### config.mk
export PLATFORM = sky130hd
export DESIGN_NAME = adc_spi_reader
export DESIGN_NICKNAME = d
export VERILOG_FILES = /design/src/rtl/adc_rd_pkg.sv /design/src/rtl/adc_rd_tick.sv /design/src/rtl/adc_rd_pack.sv /design/src/rtl/adc_rd_seq.sv /design/src/rtl/adc_spi_reader.sv
export SDC_FILE = /design/constraint.sdc
export NUM_CORES = 1
export LEC_CHECK = 0
export ABC_AREA = 1
export BUFFER_PORTS_ARGS = -buffer_cell sky130_fd_sc_hd__buf_2
export CAP_MARGIN = 20
export CORE_MARGIN = 8
export CORE_UTILIZATION = 40
export CTS_BUF_LIST = sky130_fd_sc_hd__clkbuf_8
export DETAILED_ROUTE_END_ITERATION = 7
export PLACE_DENSITY = 0.58
export SYNTH_ARGS = -nofsm -noshare
export SYNTH_HDL_FRONTEND = slang
export SYNTH_SLANG_ARGS = --single-unit
### constraint.sdc
create_clock -name clk -period 3.1 [get_ports clk]
set_input_delay 0.155 -clock clk [delete_from_list [all_inputs] [get_ports clk]]
set_output_delay 0.155 -clock clk [all_outputs]
set_load 0.005 [all_outputs]
### src/rtl/adc_rd_pkg.sv
package adc_rd_pkg;

  localparam int RES_W       = 10;
  localparam int NULL_RISE   = 3;                     // rising edge that carries the null bit
  localparam int MSB_RISE    = NULL_RISE + 1;
  localparam int PULSES_MIN  = 14;
  localparam int PULSES_BYTE = 16;
  localparam int FAST_BITS   = 8;
  localparam int PULSES_FAST = NULL_RISE + FAST_BITS;
  localparam int BYTE_W      = 8;
  // the two undefined lead bits fall off the top of the shift register
  localparam int SH_W        = PULSES_BYTE - (NULL_RISE - 1);
  localparam int EDGE_W      = $clog2(2 * PULSES_BYTE + 1);

  typedef enum logic [1:0] {
    FRM_MIN  = 2'b00,
    FRM_BYTE = 2'b01,
    FRM_FAST = 2'b10,
    FRM_ALT  = 2'b11
  } frm_mode_e;

  typedef enum logic [2:0] {
    ST_IDLE,
    ST_SETUP,
    ST_SHIFT,
    ST_HOLD,
    ST_OUT,
    ST_GAP
  } rd_state_e;

  function automatic logic [EDGE_W-1:0] last_edge(frm_mode_e m);
    case (m)
      FRM_BYTE: return EDGE_W'(2 * PULSES_BYTE - 1);
      FRM_FAST: return EDGE_W'(2 * PULSES_FAST - 1);
      default:  return EDGE_W'(2 * PULSES_MIN - 1);
    endcase
  endfunction

endpackage

### src/rtl/adc_rd_tick.sv
module adc_rd_tick #(
  parameter int DIV_W = 16
) (
  input  logic             clk,
  input  logic             rst_n,
  input  logic             run,
  input  logic [DIV_W-1:0] div,
  output logic             tick
);

  logic [DIV_W-1:0] cnt;

  assign tick = run && (cnt == div);

  always_ff @(posedge clk or negedge rst_n) begin
    if (!rst_n)        cnt <= '0;
    else if (!run)     cnt <= '0;
    else if (cnt == div) cnt <= '0;
    else               cnt <= cnt + 1'b1;
  end

endmodule

### src/rtl/adc_rd_pack.sv
module adc_rd_pack
  import adc_rd_pkg::*;
(
  input  logic [SH_W-1:0]  sh,
  input  frm_mode_e        mode,
  output logic [RES_W-1:0] data,
  output logic             null_bit
);

  // a bit captured on rising edge k of a P-pulse frame lands at sh[P-k]
  localparam int MIN_LSB  = PULSES_MIN - (MSB_RISE + RES_W - 1);
  localparam int FAST_LSB = PULSES_FAST - (MSB_RISE + FAST_BITS - 1);
  localparam int HI_KEEP  = RES_W / 2;                 // bits kept from each byte
  localparam int LO_DROP  = BYTE_W - (RES_W - HI_KEEP); // echoed tail of second byte

  logic [RES_W-1:0] min_w, byte_w, fast_w;
  logic [BYTE_W-1:0] second_byte;
  logic [HI_KEEP-1:0] first_keep;

  generate
    for (genvar i = 0; i < RES_W; i++) begin : g_min
      assign min_w[i] = sh[MIN_LSB + i];
    end
    for (genvar i = 0; i < RES_W; i++) begin : g_fast
      if (i < RES_W - FAST_BITS) begin : g_pad
        assign fast_w[i] = 1'b0;
      end else begin : g_cap
        assign fast_w[i] = sh[FAST_LSB + i - (RES_W - FAST_BITS)];
      end
    end
  endgenerate

  // byte pair: low bits of the first byte, then high bits of the second
  assign second_byte = sh[BYTE_W-1:0];
  assign first_keep  = sh[BYTE_W +: HI_KEEP];
  assign byte_w      = {first_keep, second_byte[BYTE_W-1:LO_DROP]};

  always_comb begin
    case (mode)
      FRM_BYTE: begin data = byte_w; null_bit = sh[PULSES_BYTE - NULL_RISE]; end
      FRM_FAST: begin data = fast_w; null_bit = sh[PULSES_FAST - NULL_RISE]; end
      default:  begin data = min_w;  null_bit = sh[PULSES_MIN  - NULL_RISE]; end
    endcase
  end

endmodule

### src/rtl/adc_rd_seq.sv
module adc_rd_seq
  import adc_rd_pkg::*;
#(
  parameter int DIV_W = 16
) (
  input  logic             clk,
  input  logic             rst_n,
  input  logic             tick,
  input  logic [DIV_W-1:0] cfg_div,
  input  logic             cfg_cpol,
  input  logic [1:0]       cfg_mode,
  input  logic             req_valid,
  input  logic             res_ready,
  input  logic             miso,
  input  logic [RES_W-1:0] pack_data,
  input  logic             pack_null,
  output logic             run,
  output logic [DIV_W-1:0] div_q,
  output frm_mode_e        mode_q,
  output logic [SH_W-1:0]  sh,
  output logic             cs_n,
  output logic             sclk,
  output logic             req_ready,
  output logic             res_valid,
  output logic [RES_W-1:0] res_data,
  output logic             res_err
);

  rd_state_e         st;
  logic              sclk_q;
  logic              gap_half;
  logic [EDGE_W-1:0] edge_cnt;

  assign req_ready = (st == ST_IDLE);
  assign run       = (st == ST_SETUP) || (st == ST_SHIFT) || (st == ST_HOLD) || (st == ST_GAP);
  assign sclk      = (st == ST_IDLE) ? cfg_cpol : sclk_q;

  always_ff @(posedge clk or negedge rst_n) begin
    if (!rst_n) begin
      st        <= ST_GAP;
      cs_n      <= 1'b1;
      sclk_q    <= 1'b0;
      gap_half  <= 1'b0;
      edge_cnt  <= '0;
      div_q     <= '1;
      mode_q    <= FRM_MIN;
      sh        <= '0;
      res_valid <= 1'b0;
      res_data  <= '0;
      res_err   <= 1'b0;
    end else begin
      case (st)
        ST_IDLE: begin
          sclk_q <= cfg_cpol;
          if (req_valid) begin
            div_q    <= cfg_div;
            mode_q   <= frm_mode_e'(cfg_mode);
            cs_n     <= 1'b0;
            edge_cnt <= '0;
            sh       <= '0;
            st       <= ST_SETUP;
          end
        end
        ST_SETUP: if (tick) st <= ST_SHIFT;
        ST_SHIFT: if (tick) begin
          sclk_q   <= ~sclk_q;
          if (!sclk_q) sh <= {sh[SH_W-2:0], miso};
          edge_cnt <= edge_cnt + 1'b1;
          if (edge_cnt == last_edge(mode_q)) st <= ST_HOLD;
        end
        ST_HOLD: if (tick) begin
          cs_n      <= 1'b1;
          res_valid <= 1'b1;
          res_data  <= pack_data;
          res_err   <= pack_null;
          st        <= ST_OUT;
        end
        ST_OUT: if (res_ready) begin
          res_valid <= 1'b0;
          gap_half  <= 1'b0;
          st        <= ST_GAP;
        end
        ST_GAP: if (tick) begin
          if (gap_half) st <= ST_IDLE;
          gap_half <= 1'b1;
        end
        default: st <= ST_GAP;
      endcase
    end
  end

endmodule

### src/rtl/adc_spi_reader.sv
module adc_spi_reader
  import adc_rd_pkg::*;
#(
  parameter int DIV_W         = 16,
  parameter int MIN_HALF      = 45,
  parameter int MAX_FRAME_CYC = 175000
) (
  input  logic             clk,
  input  logic             rst_n,
  input  logic [DIV_W-1:0] cfg_div,
  input  logic             cfg_cpol,
  input  logic [1:0]       cfg_mode,
  output logic             timing_err,
  input  logic             req_valid,
  output logic             req_ready,
  output logic             busy,
  output logic             sclk,
  output logic             cs_n,
  input  logic             miso,
  output logic             res_valid,
  input  logic             res_ready,
  output logic [RES_W-1:0] res_data,
  output logic             res_err
);

  localparam int FW = DIV_W + 6;

  logic             run, tick, pack_null;
  logic [DIV_W-1:0] div_q;
  frm_mode_e        mode_q;
  logic [SH_W-1:0]  sh;
  logic [RES_W-1:0] pack_data;
  logic [FW-1:0]    half_cyc, frame_cyc;

  assign half_cyc   = FW'(cfg_div) + FW'(1);
  assign frame_cyc  = FW'(2 * PULSES_MIN) * half_cyc;
  assign timing_err = (frame_cyc > FW'(MAX_FRAME_CYC)) || (half_cyc < FW'(MIN_HALF));
  assign busy       = ~req_ready;

  adc_rd_tick #(.DIV_W(DIV_W)) u_tick (
    .clk(clk), .rst_n(rst_n), .run(run), .div(div_q), .tick(tick)
  );

  adc_rd_pack u_pack (
    .sh(sh), .mode(mode_q), .data(pack_data), .null_bit(pack_null)
  );

  adc_rd_seq #(.DIV_W(DIV_W)) u_seq (
    .clk(clk), .rst_n(rst_n), .tick(tick),
    .cfg_div(cfg_div), .cfg_cpol(cfg_cpol), .cfg_mode(cfg_mode),
    .req_valid(req_valid), .res_ready(res_ready), .miso(miso),
    .pack_data(pack_data), .pack_null(pack_null),
    .run(run), .div_q(div_q), .mode_q(mode_q), .sh(sh),
    .cs_n(cs_n), .sclk(sclk), .req_ready(req_ready),
    .res_valid(res_valid), .res_data(res_data), .res_err(res_err)
  );

endmodule

==> flow_summary.json <==
{
  "grt-busiest-layer": "met2",
  "track_usage": 0.150,
  "grtUsageMet3": 0.0338,
  "synth.avg_cell_area_sq_um": 7.22,
  "fillers": 1407,
  "overflow": 0,
  "die_w_microns": 137,
  "wirelength_mm": 13.7,
  "regArea_sq_um": 1830,
  "outcome": "complete, but fails checks",
  "synth_fa_ha_area_frac": 0.103,
  "antenna_cells": 0,
  "via_count": 5387,
  "finalHoldViolCount": 0,
  "synth_xor_area_frac": 0.0652,
  "finClkSkew_ns": 0.0110,
  "yosys.area_share.simple": 0.305,
  "drv_cap": 0,
  "clk_pin_slew_ns": 0.08,
  "gp_congestion": 0.820,
  "clockBufferDepth": 2,
  "cp_max_fo": 4,
  "cts_tree": "done",
  "async_reset_ff_frac": 1.00,
  "drtIter0Drc": 301,
  "synth_top_family_by_area": "simple AND/OR/NAND/NOR gates",
  "max-slew-margin-rel": 0.391,
  "fmax_ghz": 0.314,
  "htreeDepth": 3,
  "start_util": 0.407,
  "use_met1": 0.197,
  "multi_input_area_sq_um": 4030,
  "period_minus_slack_ns": 3.18,
  "fin_crit_sh": 1.03,
  "max-vdd-ir-drop_uv": 382,
  "synth_area_sq_um": 5870,
  "grt_pass1_vias": 5168,
  "power.density_nw_per_um2": 570,
  "syn_inst": 813,
  "core_sq_um": 14400,
  "synth_ff_type": "dfrtp_1",
  "post-place-ws_ns": -0.317,
  "ioPinCount": 41,
  "cts.sinks": 72,
  "synthMuxAreaShare": 0.00171,
  "synth_cell_type_count": 45,
  "worstSetupPathType": "input port to output port",
  "setup_viol": 1,
  "synth-edff-count": 0,
  "synth-compound-area-share": 0.118,
  "clock_latency_ns": 0.35,
  "antenna_left": 0,
  "drc": 0,
  "nNetsFinal": 1019,
  "numCtsBuffers": 9,
  "die_area_sq_um": 18800,
  "syn_nets": 883,
  "antenna_found_initial": 0,
  "drive_gt1_frac": 0.332,
  "tns_ns": -0.0802,
  "rsz0062_at_grt": "yes",
  "fin_ws_ns": -0.0802,
  "cp.required_ns": 2.94,
  "use_met2": 0.245,
  "vias_per_cell": 4.74,
  "ys_ff_latch": 72,
  "hold_class": "input port to flip-flop",
  "wl_per_cell_microns": 12.0,
  "cp_data_arrival_time_ns": 3.03,
  "root_buffer": "clkbuf_8",
  "synth_warnings": 0,
  "leakage_uw": 0.00385,
  "grt_pass1_wl_mm": 23.2,
  "hpwl_mm": 10.5,
  "die_y_microns": 137,
  "grt_max_degree": 73,
  "firstDrtPassIters": 5,
  "worst_slew_pin_slew_ns": 0.913,
  "violations": "negative setup slack",
  "numPortBuffers": 40,
  "placementRows": 44,
  "cp-start-kind": "input port",
  "maxSlewViolCount": 0,
  "seq_area_frac_synth": 0.311,
  "endpoint_kind": "output port",
  "area_delta_synth_final_pct": 32.2
}
==> worst paths after layout <==
check                                startpoint         endpoint  slack (ns)  cells after the start
max in group asynchronous                 rst_n    u_tick.cnt[6]        2.03                      2
worst min register to register       u_seq.cs_n       u_seq.cs_n        0.47                      2
min in group asynchronous                 rst_n   u_seq.gap_half        0.46                      2
worst max register to register  u_seq.mode_q[0]      u_seq.st[1]        0.97                     10
worst max-delay path                 cfg_div[0]       timing_err       -0.08                     26
worst min-delay path                cfg_mode[1]  u_seq.mode_q[1]        0.02                      3
==> routing by layer <==
layer / share of wire / vias to the layer above
met1: 0.48 / 2444
met5: 0 / -
met4: 0.011 / 0
met2: 0.46 / 74
met3: 0.041 / 15
li1: - / 2854
==> cell type report <==
cell class	instances	share of cell area
multi-input cells	599	0.519
flip-flops and latches	72	0.235
repair buffers	136	0.124
inverters	131	0.0640
well taps	184	0.0297
clock buffers	10	0.0177
clock inverters	5	0.0105
==> timing repair <==
item,4_1_cts,5_1_grt
hold buffers,2,0
setup endpoints to repair,1,1
pin swaps,16,36
resized for setup,36,85
buffers inserted,1,4
hold endpoints to repair,54,0
==> registers in the layout, indices dropped and copies added (netlist names), 2 cells and up, named ones only <==
| name | cells |
|---|---|
| u_seq.div_q | 16 |
| u_seq.edge_cnt | 6 |
| u_seq.mode_q | 2 |
| u_seq.res_data | 10 |
| u_seq.sh | 14 |
| u_seq.st | 2 |
| u_tick.cnt | 16 |
==> stage by stage <==
stage	utilization	cells	hold slack [ns]	area (sq um)	power, uW
global route	0.538	1137	0.00392	7760	4830
global placement	0.479	1115	0.359	6910	3360
CTS	0.510	1133	0.00160	7360	4300
finish	0.538	1137	0.0179	7760	4420
floorplan	-	813	-0.141	5880	2790
detailed placement	0.479	1115	0.351	6910	3380
==> report_power, final <==
group          switching [uW]  internal (uW)  leakage, uW
sequential                173           1230     0.000926
combinational            1300            893      0.00281
clock                     356            471     0.000108
total                    1820           2600      0.00385
==> critical path, cell delays in order <==
cell     delay [ns]
buf_6          0.09
buf_6          0.09
nand3_4        0.09
nor2_4         0.17
buf_4          0.15
nand3_4        0.11
xor2_4         0.21
inv_2          0.09
nand2_1        0.05
nand2_1        0.05
inv_1          0.04
ha_1           0.31
ha_4           0.31
buf_4          0.11
nand2_2        0.07
nor3_4         0.17
nand3_1        0.09
nand2_1        0.09
nand2_1        0.05
nand2_1        0.05
nand2_1        0.05
nor2_1         0.08
nand2_1        0.06
nor2_1         0.10
nand2_1        0.05
buf_2          0.12
==> synthesized netlist by cell type, types with 4 or more instances <==
master | instances | area share
inv_2 | 9 | 0.0058
a21oi_1 | 25 | 0.021
xnor2_1 | 20 | 0.030
nand3b_1 | 5 | 0.0064
nand2_2 | 11 | 0.012
o21bai_1 | 4 | 0.0051
dfstp_2 | 19 | 0.085
a31oi_1 | 4 | 0.0043
nand3_1 | 38 | 0.032
a21o_1 | 4 | 0.0051
nand4_1 | 9 | 0.0096
xor2_1 | 20 | 0.030
buf_2 | 4 | 0.0034
nor2_2 | 5 | 0.0053
ha_1 | 42 | 0.090
fa_1 | 4 | 0.014
o21ai_2 | 14 | 0.021
o21ai_1 | 11 | 0.0094
inv_1 | 120 | 0.077
clkbuf_1 | 4 | 0.0026
nor2_1 | 57 | 0.036
dfrtp_1 | 53 | 0.23
nand3_2 | 6 | 0.010
nor2_4 | 7 | 0.013
nand2_1 | 231 | 0.15
nor3_1 | 14 | 0.012
o21ai_0 | 43 | 0.037
a221oi_1 | 5 | 0.0075
==> cells by family after synthesis <==
logic type      Yosys count
simple gates            394
buf+inv                 142
compound gates          116
flops                    72
fa+ha+maj                46
xor+xnor                 42
mux                       1
==> layout by cell type (no fill, tap or decap), types with 17 or more instances in the layout <==
cell type	n
dfrtp_1	53
xnor2_1	20
nand2_1	209
nand2_2	25
ha_4	19
ha_1	23
dfstp_2	19
inv_1	112
o21ai_0	39
o21ai_2	17
buf_2	35
buf_4	93
nor2_1	43
nand3_1	37
Note: power is estimated with default switching activity, not from simulation.
